### config.mk
export PLATFORM = sky130hd
export DESIGN_NAME = ilv_h2d_decoder
export DESIGN_NICKNAME = d
export VERILOG_FILES = /design/src/rtl/ilv_pkg.sv /design/src/rtl/ilv_classify.sv /design/src/rtl/ilv_pow2_map.sv /design/src/rtl/ilv_div_const.sv /design/src/rtl/ilv_h2d_decoder.sv
export SDC_FILE = /design/constraint.sdc
export NUM_CORES = 1
export LEC_CHECK = 0
export BUFFER_PORTS_ARGS = -buffer_cell sky130_fd_sc_hd__buf_2
export CORE_MARGIN = 2
export CORE_UTILIZATION = 55
export DETAILED_ROUTE_END_ITERATION = 10
export PLACE_DENSITY_LB_ADDON = 0.2
export REMOVE_ABC_BUFFERS = 1
export SYNTH_ARGS = -nofsm -noshare
export SYNTH_HDL_FRONTEND = slang
export SYNTH_SLANG_ARGS = --single-unit
### constraint.sdc
create_clock -name clk -period 3.3 [get_ports clk]
set_input_delay 0.33 -clock clk [delete_from_list [all_inputs] [get_ports clk]]
set_output_delay 0.33 -clock clk [all_outputs]
set_load 0.005 [all_outputs]
### src/rtl/ilv_pkg.sv
package ilv_pkg;
  parameter int ILV_ADDR_W = 52;
  parameter int ILV_EIW_W  = 8;
  parameter int ILV_EIG_W  = 16;
  parameter int ILV_POS_W  = 4;
  parameter int ILV_SH_W   = 5;
  parameter int ILV_EIG_MAX = 6;
  parameter int ILV_POW2_MAX = 4;
  parameter int ILV_TRI_MIN  = 8;
  parameter int ILV_TRI_MAX  = 10;

  typedef enum logic [1:0] {
    MAP_BAD  = 2'd0,
    MAP_POW2 = 2'd1,
    MAP_TRI  = 2'd2
  } map_kind_e;

  // mask with the n lowest bits set, width fixed by the caller's truncation
  function automatic logic [63:0] low_ones(input int unsigned n);
    if (n == 0) return 64'd0;
    return ~(64'hFFFF_FFFF_FFFF_FFFF << n);
  endfunction
endpackage

### src/rtl/ilv_classify.sv
module ilv_classify
  import ilv_pkg::*;
#(
  parameter int EIW_W = ILV_EIW_W,
  parameter int EIG_W = ILV_EIG_W,
  parameter int SH_W  = ILV_SH_W
) (
  input  logic [EIW_W-1:0] eiw,
  input  logic [EIG_W-1:0] eig,
  output map_kind_e        kind,
  output logic [SH_W-1:0]  lo_w,
  output logic [SH_W-1:0]  hi_sh,
  output logic [2:0]       p2_w,
  output logic [1:0]       tri_k
);
  logic eig_ok;

  always_comb begin
    eig_ok = (eig <= EIG_W'(ILV_EIG_MAX));
    if (!eig_ok)
      kind = MAP_BAD;
    else if (eiw <= EIW_W'(ILV_POW2_MAX))
      kind = MAP_POW2;
    else if (eiw >= EIW_W'(ILV_TRI_MIN) && eiw <= EIW_W'(ILV_TRI_MAX))
      kind = MAP_TRI;
    else
      kind = MAP_BAD;
    lo_w  = SH_W'(eig[2:0]) + SH_W'(8);
    p2_w  = eiw[2:0];
    tri_k = eiw[1:0];
    hi_sh = lo_w + SH_W'(tri_k);
  end
endmodule

### src/rtl/ilv_pow2_map.sv
module ilv_pow2_map
  import ilv_pkg::*;
#(
  parameter int ADDR_W = ILV_ADDR_W,
  parameter int POS_W  = ILV_POS_W,
  parameter int SH_W   = ILV_SH_W
) (
  input  logic [ADDR_W-1:0] hpa,
  input  logic [SH_W-1:0]   lo_w,
  input  logic [2:0]        w,
  output logic [ADDR_W-1:0] dpa,
  output logic [POS_W-1:0]  pos
);
  logic [ADDR_W-1:0] keep_lo, cut_hi, sel_mask;

  always_comb begin
    keep_lo  = ADDR_W'(low_ones(int'(lo_w)));
    cut_hi   = ADDR_W'(low_ones(int'(lo_w) + int'(w)));
    sel_mask = ADDR_W'(low_ones(int'(w)));
    dpa = ((hpa & ~cut_hi) >> w) | (hpa & keep_lo);
    pos = POS_W'((hpa >> lo_w) & sel_mask);
  end
endmodule

### src/rtl/ilv_div_const.sv
module ilv_div_const #(
  parameter int W       = 52,
  parameter int DIVISOR = 3,
  localparam int RW     = $clog2(DIVISOR),
  localparam int CW     = $clog2(W + 1)
) (
  input  logic          clk,
  input  logic          rst_n,
  input  logic          start,
  input  logic [W-1:0]  dividend,
  output logic          done,
  output logic [W-1:0]  quo,
  output logic [RW-1:0] rem
);
  logic [CW-1:0] cnt_q;
  logic [RW:0]   trial;
  logic          fits;

  always_comb begin
    trial = {rem, quo[W-1]};
    fits  = (trial >= (RW+1)'(DIVISOR));
  end

  always_ff @(posedge clk) begin
    if (!rst_n) begin
      cnt_q <= '0;
      done  <= 1'b0;
      quo   <= '0;
      rem   <= '0;
    end else begin
      done <= 1'b0;
      if (start) begin
        quo   <= dividend;
        rem   <= '0;
        cnt_q <= CW'(W);
      end else if (cnt_q != '0) begin
        quo   <= {quo[W-2:0], fits};
        rem   <= fits ? RW'(trial - (RW+1)'(DIVISOR)) : RW'(trial);
        cnt_q <= cnt_q - 1'b1;
        done  <= (cnt_q == CW'(1));
      end
    end
  end
endmodule

### src/rtl/ilv_h2d_decoder.sv
module ilv_h2d_decoder
  import ilv_pkg::*;
#(
  parameter int ADDR_W = ILV_ADDR_W,
  parameter int EIW_W  = ILV_EIW_W,
  parameter int EIG_W  = ILV_EIG_W,
  parameter int POS_W  = ILV_POS_W
) (
  input  logic              clk,
  input  logic              rst_n,
  input  logic              req_valid,
  input  logic [ADDR_W-1:0] req_hpa,
  input  logic [EIW_W-1:0]  req_eiw,
  input  logic [EIG_W-1:0]  req_eig,
  output logic              busy,
  output logic              rsp_valid,
  output logic [ADDR_W-1:0] rsp_dpa,
  output logic [POS_W-1:0]  rsp_pos,
  output logic              rsp_err
);
  localparam int SH_W = ILV_SH_W;
  localparam int DIVR = 3;
  localparam int RW   = $clog2(DIVR);

  map_kind_e         cls_kind;
  logic [SH_W-1:0]   cls_lo_w, cls_hi_sh;
  logic [2:0]        cls_p2_w;
  logic [1:0]        cls_k;
  logic [ADDR_W-1:0] p2_dpa;
  logic [POS_W-1:0]  p2_pos;

  logic              accept, div_start, div_done;
  logic [ADDR_W-1:0] div_quo, div_in;
  logic [RW-1:0]     div_rem;

  logic              busy_q;
  logic [ADDR_W-1:0] hold_low;
  logic [SH_W-1:0]   hold_lo_w;
  logic [1:0]        hold_k, hold_sbits, req_sbits;
  logic [ADDR_W-1:0] tri_dpa;
  logic [POS_W-1:0]  tri_pos;

  ilv_classify #(.EIW_W(EIW_W), .EIG_W(EIG_W), .SH_W(SH_W)) u_cls (
    .eiw(req_eiw), .eig(req_eig), .kind(cls_kind), .lo_w(cls_lo_w),
    .hi_sh(cls_hi_sh), .p2_w(cls_p2_w), .tri_k(cls_k)
  );

  ilv_pow2_map #(.ADDR_W(ADDR_W), .POS_W(POS_W), .SH_W(SH_W)) u_p2 (
    .hpa(req_hpa), .lo_w(cls_lo_w), .w(cls_p2_w), .dpa(p2_dpa), .pos(p2_pos)
  );

  always_comb begin
    accept    = req_valid && !busy_q;
    div_start = accept && (cls_kind == MAP_TRI);
    div_in    = req_hpa >> cls_hi_sh;
    req_sbits = 2'(req_hpa >> cls_lo_w) & 2'((3'd1 << cls_k) - 3'd1);
    tri_dpa   = (div_quo << hold_lo_w) | hold_low;
    tri_pos   = (POS_W'(div_rem) << hold_k) | POS_W'(hold_sbits);
  end

  ilv_div_const #(.W(ADDR_W), .DIVISOR(DIVR)) u_div (
    .clk(clk), .rst_n(rst_n), .start(div_start), .dividend(div_in),
    .done(div_done), .quo(div_quo), .rem(div_rem)
  );

  always_ff @(posedge clk) begin
    if (!rst_n) begin
      busy_q     <= 1'b0;
      rsp_valid  <= 1'b0;
      rsp_dpa    <= '0;
      rsp_pos    <= '0;
      rsp_err    <= 1'b0;
      hold_low   <= '0;
      hold_lo_w  <= '0;
      hold_k     <= '0;
      hold_sbits <= '0;
    end else begin
      rsp_valid <= 1'b0;
      if (div_done) begin
        busy_q    <= 1'b0;
        rsp_valid <= 1'b1;
        rsp_dpa   <= tri_dpa;
        rsp_pos   <= tri_pos;
        rsp_err   <= 1'b0;
      end else if (accept) begin
        unique case (cls_kind)
          MAP_POW2: begin
            rsp_valid <= 1'b1;
            rsp_dpa   <= p2_dpa;
            rsp_pos   <= p2_pos;
            rsp_err   <= 1'b0;
          end
          MAP_TRI: begin
            busy_q     <= 1'b1;
            hold_low   <= req_hpa & ADDR_W'(low_ones(int'(cls_lo_w)));
            hold_lo_w  <= cls_lo_w;
            hold_k     <= cls_k;
            hold_sbits <= req_sbits;
          end
          default: begin
            rsp_valid <= 1'b1;
            rsp_dpa   <= '1;
            rsp_pos   <= '0;
            rsp_err   <= 1'b1;
          end
        endcase
      end
    end
  end

  assign busy = busy_q;
endmodule

==> impl_results.md, run 1 <==
* Post-synth top cells: nand2_1 (309), mux2i_1 (163), a21oi_1 (157), dfxtp_1 (143), nor2_1 (122)
* First DRT Iteration DRCs at 2345
* Worst Setup End Kind: flip-flop
* Dpl cell area at 0.0149 mm^2
* Post-route worst setup slack at 0.402 ns
* Reg2Reg Setup Slack at 0.60 ns
* Period utilisation layout at 87.8%
* # IOs at 138
* Hold slack at 0.198 ns
* Die Ht at 161 um
* Grt ovf at 0
* Max-slew violations at 0
* Setup Buffers After CTS at 0
* Post-CTS Resized at 0
* Run status: finished clean
* Crit path max fanout at 20
* Synthesis-stage register bit count at 143
* Leading area contributor after synthesis: dfxtp_1
* Final nets at 1959
* Area overhead of the layout relative to synthesis at 15.2%
* Detail Route Antenna Nets at 0
* Initial core utilization at 55.8%
* Fmax at 345 MHz
* Routed wire length at 55600 um
* EDFF count, synth at 0
* Final hold vios at 0
* WP data arrival at 3.18 ns
* Die W at 161 um
* Top_reg_cell synth: dfxtp_1
* Setup crit start kind: input port
* Top cells by area, synth: dfxtp_1 (21%), mux2i_1 (12%), mux4_2 (10%)
* CTS Sinks at 143
* Clk Latency, worst-skew pair at 0.43 ns
* VDD IR max at 0.762 mV
* Slew HR at 31.3%
* Worst Tran Pin Value at 1.03 ns
* Post-synthesis sequential area ratio at 21.2%
* PwrDens at 474 mW/mm^2
* CTS Buffer Depth at 2
* Initial antenna violation count at 4
* Hold WC Path Type: in -> reg
* Async S/R FF share, synth at 0%
* Layout Utilization at 64.2%
* RSZ-0062 raised after global routing: false
* Core Area at 0.0242 mm^2
* Synth warn at 0
* # hold bufs at CTS at 0
* H-tree depth at 4
* Dpl hpwl at 42400 um
* Clock root buffer: clkbuf_16
* CTS tree: done
* First-pass GRT wire length at 83500 um
* Synth top area share at 21.2%
* Max-cap violation count at 0
* Final instance area at 0.0155 mm^2
* Vias in the first global route at 13.9k
* Routability cong. at 1.02
* Synth Instances at 1758
* Critical path type: in -> reg
* Synth unique cells at 81
* Final worst clock skew at 0.0142 ns
* WP data required at 3.59 ns
* Post-Syn Area at 0.0135 mm^2
* Largest net degree at the start of global routing at 65
* Port Buffer Count at 137
* Layout cell share with drive strength beyond 1 at 23.2%
* Leak at 0.00603 uW
* TritonRoute pass-1 iters at 8
* CTS Buf Count at 17
* # setup viols final at 0
* WL/cell at 25.1 um
* Worst-path clk slew at 0.07 ns
* Most frequent cell after synthesis: nand2_1
* Die area at 0.0258 mm^2
* Min cycle time layout at 2.90 ns
* Residual DRC at 0
* DP Worst Slack at 0.0279 ns
* Vias/cell at 6.87
* Syn Area/Cell at 7.67 um^2
* Via count at 15.2k
* All-Layer GR Usage at 42.2%
* FP Rows at 57
-- area by class of cell --
cell class | instances | area [um^2]
fillers | 2162 | 8650
flip-flops and latches | 143 | 2870
inverters | 25 | 93.8
clock buffers | 18 | 439
multi-input cells | 1434 | 9900
well taps | 324 | 405
diodes | 4 | 10.0
clock inverters | 14 | 163
repair buffers | 250 | 1650
-- registers in the layout, summed over array words and instances (netlist names) --
register     cells
rsp_dpa         52
rsp_err          1
hold_k           2
u_div.cnt_q      6
busy             1
hold_sbits       2
rsp_valid        1
u_div.quo       52
u_div.rem        2
u_div.done       1
hold_low        15
rsp_pos          4
hold_lo_w        4
-- critical path, stage by stage --
cell and delay (ns):
buf_2 0.09, ha_1 0.16, inv_1 0.06, fa_2 0.77, buf_12 0.21, mux2_2 0.35
o21ai_0 0.51, o21ai_0 0.27, a221oi_1 0.32, a211oi_1 0.08
-- logic make-up (layout without fill, tap and decap cells) --
| family | Yosys count | after routing | share of synthesized area, % |
|---|---|---|---|
| AOI/OAI and AO/OA | 491 | 491 | 23.0 |
| xor gates and xnor gates | 2 | 2 | 0.130 |
| adders and majority gates | 9 | 9 | 0.946 |
| buffers and inverters | 181 | 307 | 5.49 |
| DFF | 143 | 143 | 21.2 |
| muxes | 292 | 292 | 27.9 |
| other | 0 | 4 | 0 |
| and+or+nand+nor | 640 | 640 | 21.3 |
-- stage by stage --
step	power, uW	setup TNS [ns]	cells
floorplan	3910	-88.78	1602
finish	7370	0	2212
detailed placement	5200	0	2176
global placement	5160	0	2176
global route	7640	0	2212
CTS	7260	0	2208
-- worst paths after layout --
check	start	to	cells after the start
setup reg to reg	hold_lo_w[1]	rsp_dpa[30]	7
hold / removal	req_hpa[0]	hold_low[0]	3
hold reg to reg	rsp_dpa[4]	rsp_dpa[4]	2
setup / recovery	req_eiw[0]	u_div.quo[31]	10
-- report_power, final --
group | switching (uW) | total, uW | internal, uW | leakage, uW
Combinational | 1960 | 3130 | 1170 | 0.00456
Clock | 985 | 2090 | 1110 | 0.000295
Sequential | 221 | 2150 | 1920 | 0.00118
Total | 3160 | 7370 | 4200 | 0.00603
-- layer usage --
metal	global-route usage, %	part of all wire [%]	vias to the layer above
li1	-	-	6760
met1	59.7	40	7180
met2	60.8	42	1110
met3	13.6	14	150
met4	13.7	3.3	0
met5	0	0	-
-- layout by cell type (no fill, tap or decap), types with 7 or more instances in the layout --
master	n
nand2b_1	11
mux2i_1	163
a22oi_1	25
and3_1	8
buf_4	104
o31a_1	10
ha_1	7
and2_1	15
a311oi_1	8
or3_1	7
nand3_1	69
nand2_1	309
buf_12	9
a32oi_1	7
a21oi_1	157
mux4_2	60
o221ai_1	7
mux2_2	69
nor3_1	31
o21ai_0	102
clkbuf_16	17
a211oi_1	34
a31oi_1	26
o21a_1	7
nor4_1	13
buf_2	137
nor2b_1	19
dfxtp_1	138
nor2_1	120
o22ai_1	18
o311ai_0	7
o211ai_1	27
inv_1	20
Note: power is estimated with default switching activity, not from simulation.
==> inputs of run 2 (changes only) <==
--- a/config.mk
+++ b/config.mk
@@ -6,11 +6,14 @@
 export NUM_CORES = 1
 export LEC_CHECK = 0
 export BUFFER_PORTS_ARGS = -buffer_cell sky130_fd_sc_hd__buf_2
+export CELL_PAD_IN_SITES_DETAIL_PLACEMENT = 1
+export CELL_PAD_IN_SITES_GLOBAL_PLACEMENT = 1
 export CORE_MARGIN = 2
-export CORE_UTILIZATION = 55
+export CORE_UTILIZATION = 41
 export DETAILED_ROUTE_END_ITERATION = 10
 export PLACE_DENSITY_LB_ADDON = 0.2
 export REMOVE_ABC_BUFFERS = 1
+export SKIP_LAST_GASP = 1
 export SYNTH_ARGS = -nofsm -noshare
 export SYNTH_HDL_FRONTEND = slang
 export SYNTH_SLANG_ARGS = --single-unit
==> run 2 against run 1 <==
  * Non-clock buffer count up 40
  * Global-route usage down 4.6 points
  * Via count increased by 2.2%
  * Critical endpoint is now rsp_dpa[29]
  * Highest routed layer unchanged
==> impl_results.md, run 2 (synthesis gave the netlist of run 1 again) <==
* Run status: finished clean
* Residual DRC at 0 (unchanged)
* # setup viols final at 0 (unchanged)
* Area overhead of the layout relative to synthesis at 18.6%
* ANT cells at 0 (-4)
* Post-CTS Resized at 0 (unchanged)
* Die W at 185 um (+15%)
* Final nets at 1999 (+2.0%)
* Period utilisation layout at 89.8% (+2.0 points)
* Die Ht at 185 um (+15%)
* CP max-delay cell: fa_1
* Max-cap violation count at 0 (unchanged)
* WL/cell at 27.3 um (+8.7%)
* Max incr delay on CP at 0.51 ns (-0.26 ns)
* CTS Buffer Depth at 2 (unchanged)
* Cell mode on critical path: buf_4
* Dpl cell area at 0.0154 mm^2 (+3.2%)
* Leak at 0.00622 uW (+3.3%)
* # hold bufs at CTS at 0 (unchanged)
* Layout cell share with drive strength beyond 1 at 24.8% (+1.5 points)
* First-pass GRT wire length at 96200 um (+15%)
* Cell Chain, Critical Path: buf_2 > ha_1 > inv_1 > fa_4 > fa_1 > buf_4 > buf_4 > or3_1 > o21ai_0 > nor2_1 > a21oi_1 > nand2_1 > a32o_1
* Setup crit start kind: input port
* Initial core utilization at 41.5% (-14 points)
* Worst path top cell family by delay: adder cells
* Final instance area at 0.0160 mm^2 (+2.9%)
* Die area at 0.0344 mm^2 (+33%)
* CTS Sinks at 143 (unchanged)
* # IOs at 138 (unchanged)
* Slew HR at 42.0% (+11 points)
* Final worst clock skew at 0.00849 ns (-0.00572 ns)
* CTS tree: done
* Critical path type: in -> reg
* Worst Tran Pin Value at 0.869 ns (-0.160 ns)
* WP data arrival at 3.32 ns (+0.14 ns)
* Setup Buffers After CTS at 0 (unchanged)
* Biggest regs: rsp_dpa x52, u_div.quo x52, hold_low x15
* Vias/cell at 6.56 (-4.5%)
* Hold WC Path Type: in -> reg
* Vias in the first global route at 15.3k (+9.8%)
* Most common cell after layout, fill and taps aside: nand2_1
* Worst Setup End Kind: flip-flop
* PwrDens at 468 mW/mm^2 (-1.3%)
* Worst-path clk slew at 0.07 ns (about the same)
* RSZ-0062 raised after global routing: false
* Most frequent cells in the layout: nand2_1 (309), mux2i_1 (163), a21oi_1 (157)
* Grt ovf at 0 (unchanged)
* Clk Latency, worst-skew pair at 0.46 ns (+0.03 ns)
* Port Buffer Count at 137 (unchanged)
* Bufs and invs on worst path at 4 (+1)
* Min cycle time layout at 2.96 ns (+0.0653 ns)
* Crit path max fanout at 7 (-65%)
* Core Area at 0.0325 mm^2 (+34%)
* Detail Route Antenna Nets at 0 (unchanged)
* Clock root buffer: clkbuf_16
* H-tree depth at 4 (unchanged)
* Via count at 15.5k (+2.2%)
* FP Rows at 66 (+16%)
* Largest net degree at the start of global routing at 80 (+23%)
* CTS Buf Count at 17 (unchanged)
* Fmax at 337 MHz (-2.2%)
* VDD IR max at 0.655 mV (-14%)
* Pwr Total at 7480 uW (+1.6%)
* All-Layer GR Usage at 37.6% (-4.6 points)
* Initial antenna violation count at 0 (-4)
* First DRT Iteration DRCs at 1808 (-23%)
* Max-slew violations at 0 (unchanged)
* WP data required at 3.66 ns (+0.07 ns)
* Total Neg Setup Slack at 0 ns (unchanged)
* Routed wire length at 64700 um (+16%)
* TritonRoute pass-1 iters at 7 (-1)
* Final hold vios at 0 (unchanged)
* Dpl hpwl at 49800 um (+17%)
* Routability cong. at 0.955 (-6.0%)
## run 2: layout make-up
class,instances,area [um^2]
Clock buffer,20,457
Multi-Input combinational cell,1434,9910
Inverter,25,93.8
Clock inverter,12,134
Fill cell,4028,16500
Timing Repair Buffer,290,1970
Sequential cell,143,2870
Tap cell,442,553
## run 2: path summary, 6_finish.rpt
kind,slack [ns],from,endpoint,cells past startpoint
worst max-delay path,0.34,req_eiw[0],rsp_dpa[29],13
worst min-delay path,0.17,req_hpa[0],hold_low[0],3
worst max register to register,0.43,hold_lo_w[1],rsp_dpa[8],7
worst min register to register,0.45,rsp_dpa[36],rsp_dpa[36],2
## run 2: worst register-to-register path, cell delays in order, from the launching register on
cell     delay (ns)
dfxtp_4        0.76
buf_4          0.35
mux4_2         0.54
mux2i_1        0.28
mux2i_1        0.15
o21ai_0        0.38
o21ai_0        0.15
o311a_1        0.15
## run 2: report_power, final
part | switching [uW] | internal (uW)
logic | 2060 | 1220
registers | 229 | 1930
clock network | 887 | 1160
## run 2: routing by layer
| layer | vias up | global-route usage (%) | part of all wire [%] |
|---|---|---|---|
| li1 | 6836 | - | - |
| met1 | 7739 | 52.2 | 44 |
| met2 | 821 | 57.3 | 44 |
| met3 | 135 | 8.43 | 9.6 |
| met4 | 0 | 12.6 | 3.1 |
| met5 | - | 0 | 0 |
## run 2: stage by stage
| stage | instances | util, % | setup WS, ns | hold WS [ns] |
|---|---|---|---|---|
| detailed placement | 2334 | 47.4 | -0.0716 | 0.448 |
| CTS | 2366 | 49.3 | 0.404 | 0.150 |
| global route | 2366 | 49.3 | 0.186 | 0.201 |
| global placement | 2334 | 47.4 | -0.0852 | 0.438 |
| floorplan | 1602 | - | -1.33 | 0.429 |
| finish | 2366 | 49.3 | 0.337 | 0.171 |
==> inputs of run 3 (changes only) <==
--- a/config.mk
+++ b/config.mk
@@ -9,7 +9,7 @@
 export CELL_PAD_IN_SITES_DETAIL_PLACEMENT = 1
 export CELL_PAD_IN_SITES_GLOBAL_PLACEMENT = 1
 export CORE_MARGIN = 2
-export CORE_UTILIZATION = 41
+export CORE_UTILIZATION = 45
 export DETAILED_ROUTE_END_ITERATION = 10
 export PLACE_DENSITY_LB_ADDON = 0.2
 export REMOVE_ABC_BUFFERS = 1
==> constraint.sdc (replaced) <==
create_clock -name clk -period 3.37 [get_ports clk]
set_input_delay 0.337 -clock clk [delete_from_list [all_inputs] [get_ports clk]]
set_output_delay 0.337 -clock clk [all_outputs]
set_load 0.005 [all_outputs]
==> run 3 against run 2 <==
  * Core utilization rose by 3.4 points
  * First-iteration DRC count fell by 4.1%
  * Critical path depth fell by 1
  * Non-clock buffer count fell by 43
  * Die area fell by 8.7%
  * Via count fell by 0.59%
  * Worst hold slack improved by 0.014 ns
  * Register-to-register slack improved by 0.13 ns
  * Combinational power fell by 5%
  * Sequential share of layout area rose by 0.47 points
==> impl_results.md, run 3 (synthesis gave the netlist of run 1 again) <==
* Run status: finished clean
* Port Buffer Count at 137 (unchanged)
* Grt ovf at 0 (unchanged)
* Clock root buffer: clkbuf_16
* Vias in the first global route at 14.9k (-2.7%)
* Routability cong. at 0.995 (+4.2%)
* # IOs at 138 (unchanged)
* Final nets at 1956 (-2.2%)
* First DRT Iteration DRCs at 1733 (-4.1%)
* Largest net degree at the start of global routing at 68 (-15%)
* FP Rows at 63 (-4.5%)
* Detail Route Antenna Nets at 0 (unchanged)
* Critical path type: in -> reg
* CP startpoint: req_eiw[0]
* WP data required at 3.71 ns (+0.05 ns)
* Setup crit start kind: input port
* # setup viols final at 0 (unchanged)
* Routed wire length at 61500 um (-4.9%)
* Fmax at 326 MHz
* PwrDens at 474 mW/mm^2 (+1.3%)
* Max-slew violations at 0 (unchanged)
* RSZ-0062 raised after global routing: false
* Initial core utilization at 45.6% (+4.1 points)
* VDD IR max at 0.735 mV (+12%)
* Core Area at 0.0296 mm^2 (-8.9%)
* WP data arrival at 3.41 ns (+0.09 ns)
* CTS tree: done
* Most frequent cells in the layout: nand2_1 (309), mux2i_1 (163), a21oi_1 (157)
* Setup Buffers After CTS at 0 (unchanged)
* Die Ht at 177 um (-4.4%)
* Final hold vios at 0 (unchanged)
* Most common cell after layout, fill and taps aside: nand2_1
* Die W at 177 um (-4.4%)
* Clk Latency, worst-skew pair at 0.46 ns (about the same)
* Initial antenna violation count at 1 (+1)
* First-pass GRT wire length at 92200 um (-4.1%)
* CTS Sinks at 143 (unchanged)
* Total Neg Setup Slack at 0 ns (unchanged)
* H-tree depth at 4 (unchanged)
* WL/cell at 27.1 um (-1.0%)
* Worst Tran Pin Value at 1.01 ns (+0.140 ns)
* Area overhead of the layout relative to synthesis at 15.5%
* Hold WC Path Type: in -> reg
* CTS Buffer Depth at 2 (unchanged)
* Via count at 15.4k (-0.59%)
* Max incr delay on CP at 0.55 ns (+0.04 ns)
* Vias/cell at 6.80 (+3.5%)
* Biggest regs: rsp_dpa x52, u_div.quo x52, hold_low x15
* Dpl hpwl at 46200 um (-7.1%)
* R2r worst-path depth at 8 (+1)
* Max-cap violation count at 0 (unchanged)
* Pwr Total at 7390 uW (-1.3%)
* Residual DRC at 0 (unchanged)
* Die area at 0.0314 mm^2 (-8.7%)
* Worst Setup End Kind: flip-flop
* Cell Chain, Critical Path: buf_2 > ha_1 > inv_1 > fa_4 > fa_1 > or3_1 > buf_4 > o31ai_1 > o211ai_1 > o21a_1 > o221ai_1 > nand3_1
* Crit path max fanout at 10 (+3)
* Period utilisation layout at 91.0%
* Slew HR at 32.7% (-9.3 points)
* Worst-path clk slew at 0.07 ns (about the same)
* R2r endpoint: rsp_dpa[37]
* Final worst clock skew at 0.0150 ns (+0.00655 ns)
* CTS Buf Count at 17 (unchanged)
* Reg2Reg Launch Point: hold_lo_w[1]
* Post-CTS Resized at 0 (unchanged)
* # hold bufs at CTS at 0 (unchanged)
* Number of fill cells at 3717 (-7.7%)
* Min cycle time layout at 3.07 ns
* Layout cell share with drive strength beyond 1 at 23.0% (-1.8 points)
* CP max-delay cell: fa_1
* TritonRoute pass-1 iters at 7 (unchanged)
* All-Layer GR Usage at 39.1% (+1.5 points)
* Reg2Reg Setup Slack at 0.56 ns (+0.13 ns)
* Leak at 0.00601 uW (-3.4%)
* Setup crit end: rsp_dpa[28]
==> run 3: cell types whose count changed in the layout (fill, tap and decap cells not counted) <==
cell and delta:
buf_4 -38, buf_12 -5, clkinv_2 -3, bufinv_16 +2
diode_2 +2, clkbuf_1 +1, clkbuf_8 -1, clkinvlp_4 -1
inv_6 +1
==> run 3: how the worst min path moves through the flow <==
stage / from / to / slack, ns / depth (start not counted)
after detailed placement: rsp_dpa[4] / rsp_dpa[4] / 0.44 / 2
after global placement: hold_low[0] / hold_low[0] / 0.44 / 2
after CTS: req_hpa[7] / hold_low[7] / 0.17 / 3
final: req_hpa[7] / hold_low[7] / 0.19 / 3
after floorplan: hold_low[6] / hold_low[6] / 0.43 / 2
after global routing: req_hpa[7] / hold_low[7] / 0.21 / 3
==> run 3: critical path, delay by kind of cell <==
| kind | cells | cell delay (ns) |
|---|---|---|
| AND/OR/NAND/NOR | 2 | 0.57 |
| adder cells (fa/ha/maj) | 3 | 1.16 |
| AO/OA/AOI/OAI | 4 | 0.97 |
| buffers and inverters | 3 | 0.36 |
==> run 3: metrics by stage <==
step | instances | utilization, % | cell area, um^2 | hold WS [ns] | worst slack, ns
final | 2272 | 52.7 | 15600 | 0.185 | 0.302
after global routing | 2272 | 52.7 | 15600 | 0.214 | 0.146
after CTS | 2270 | 52.7 | 15600 | 0.170 | 0.357
after detailed placement | 2239 | 50.6 | 14900 | 0.444 | -0.120
after global placement | 2239 | 50.6 | 14900 | 0.437 | -0.106
after floorplan | 1602 | - | 12800 | 0.429 | -1.26
==> run 3: layout make-up <==
cell class                      instances  area [um^2]  area share, %
Sequential cell                       143         2870           18.4
Multi-Input combinational cell       1434         9910           63.6
Tap cell                              390          488           3.13
Clock buffer                           20          447           2.87
Antenna cell                            2         5.00         0.0321
Timing Repair Buffer                  247         1590           10.2
Inverter                               25         93.8          0.602
Clock inverter                         11          180           1.16
==> run 3: power by group <==
| group | switching, uW | internal [uW] |
|---|---|---|
| Clock | 902 | 1270 |
| Sequential | 231 | 1890 |
| Combinational | 1960 | 1140 |
==> run 3: metal layers <==
| layer | vias up | track usage, % | routed length [um] |
|---|---|---|---|
| met2 | 862 | 58.3 | 26300 |
| met4 | 0 | 12.2 | 1800 |
| li1 | 6745 | - | - |
| met1 | 7696 | 56.9 | 26800 |
| met5 | - | 0 | 0 |
| met3 | 136 | 6.92 | 6600 |
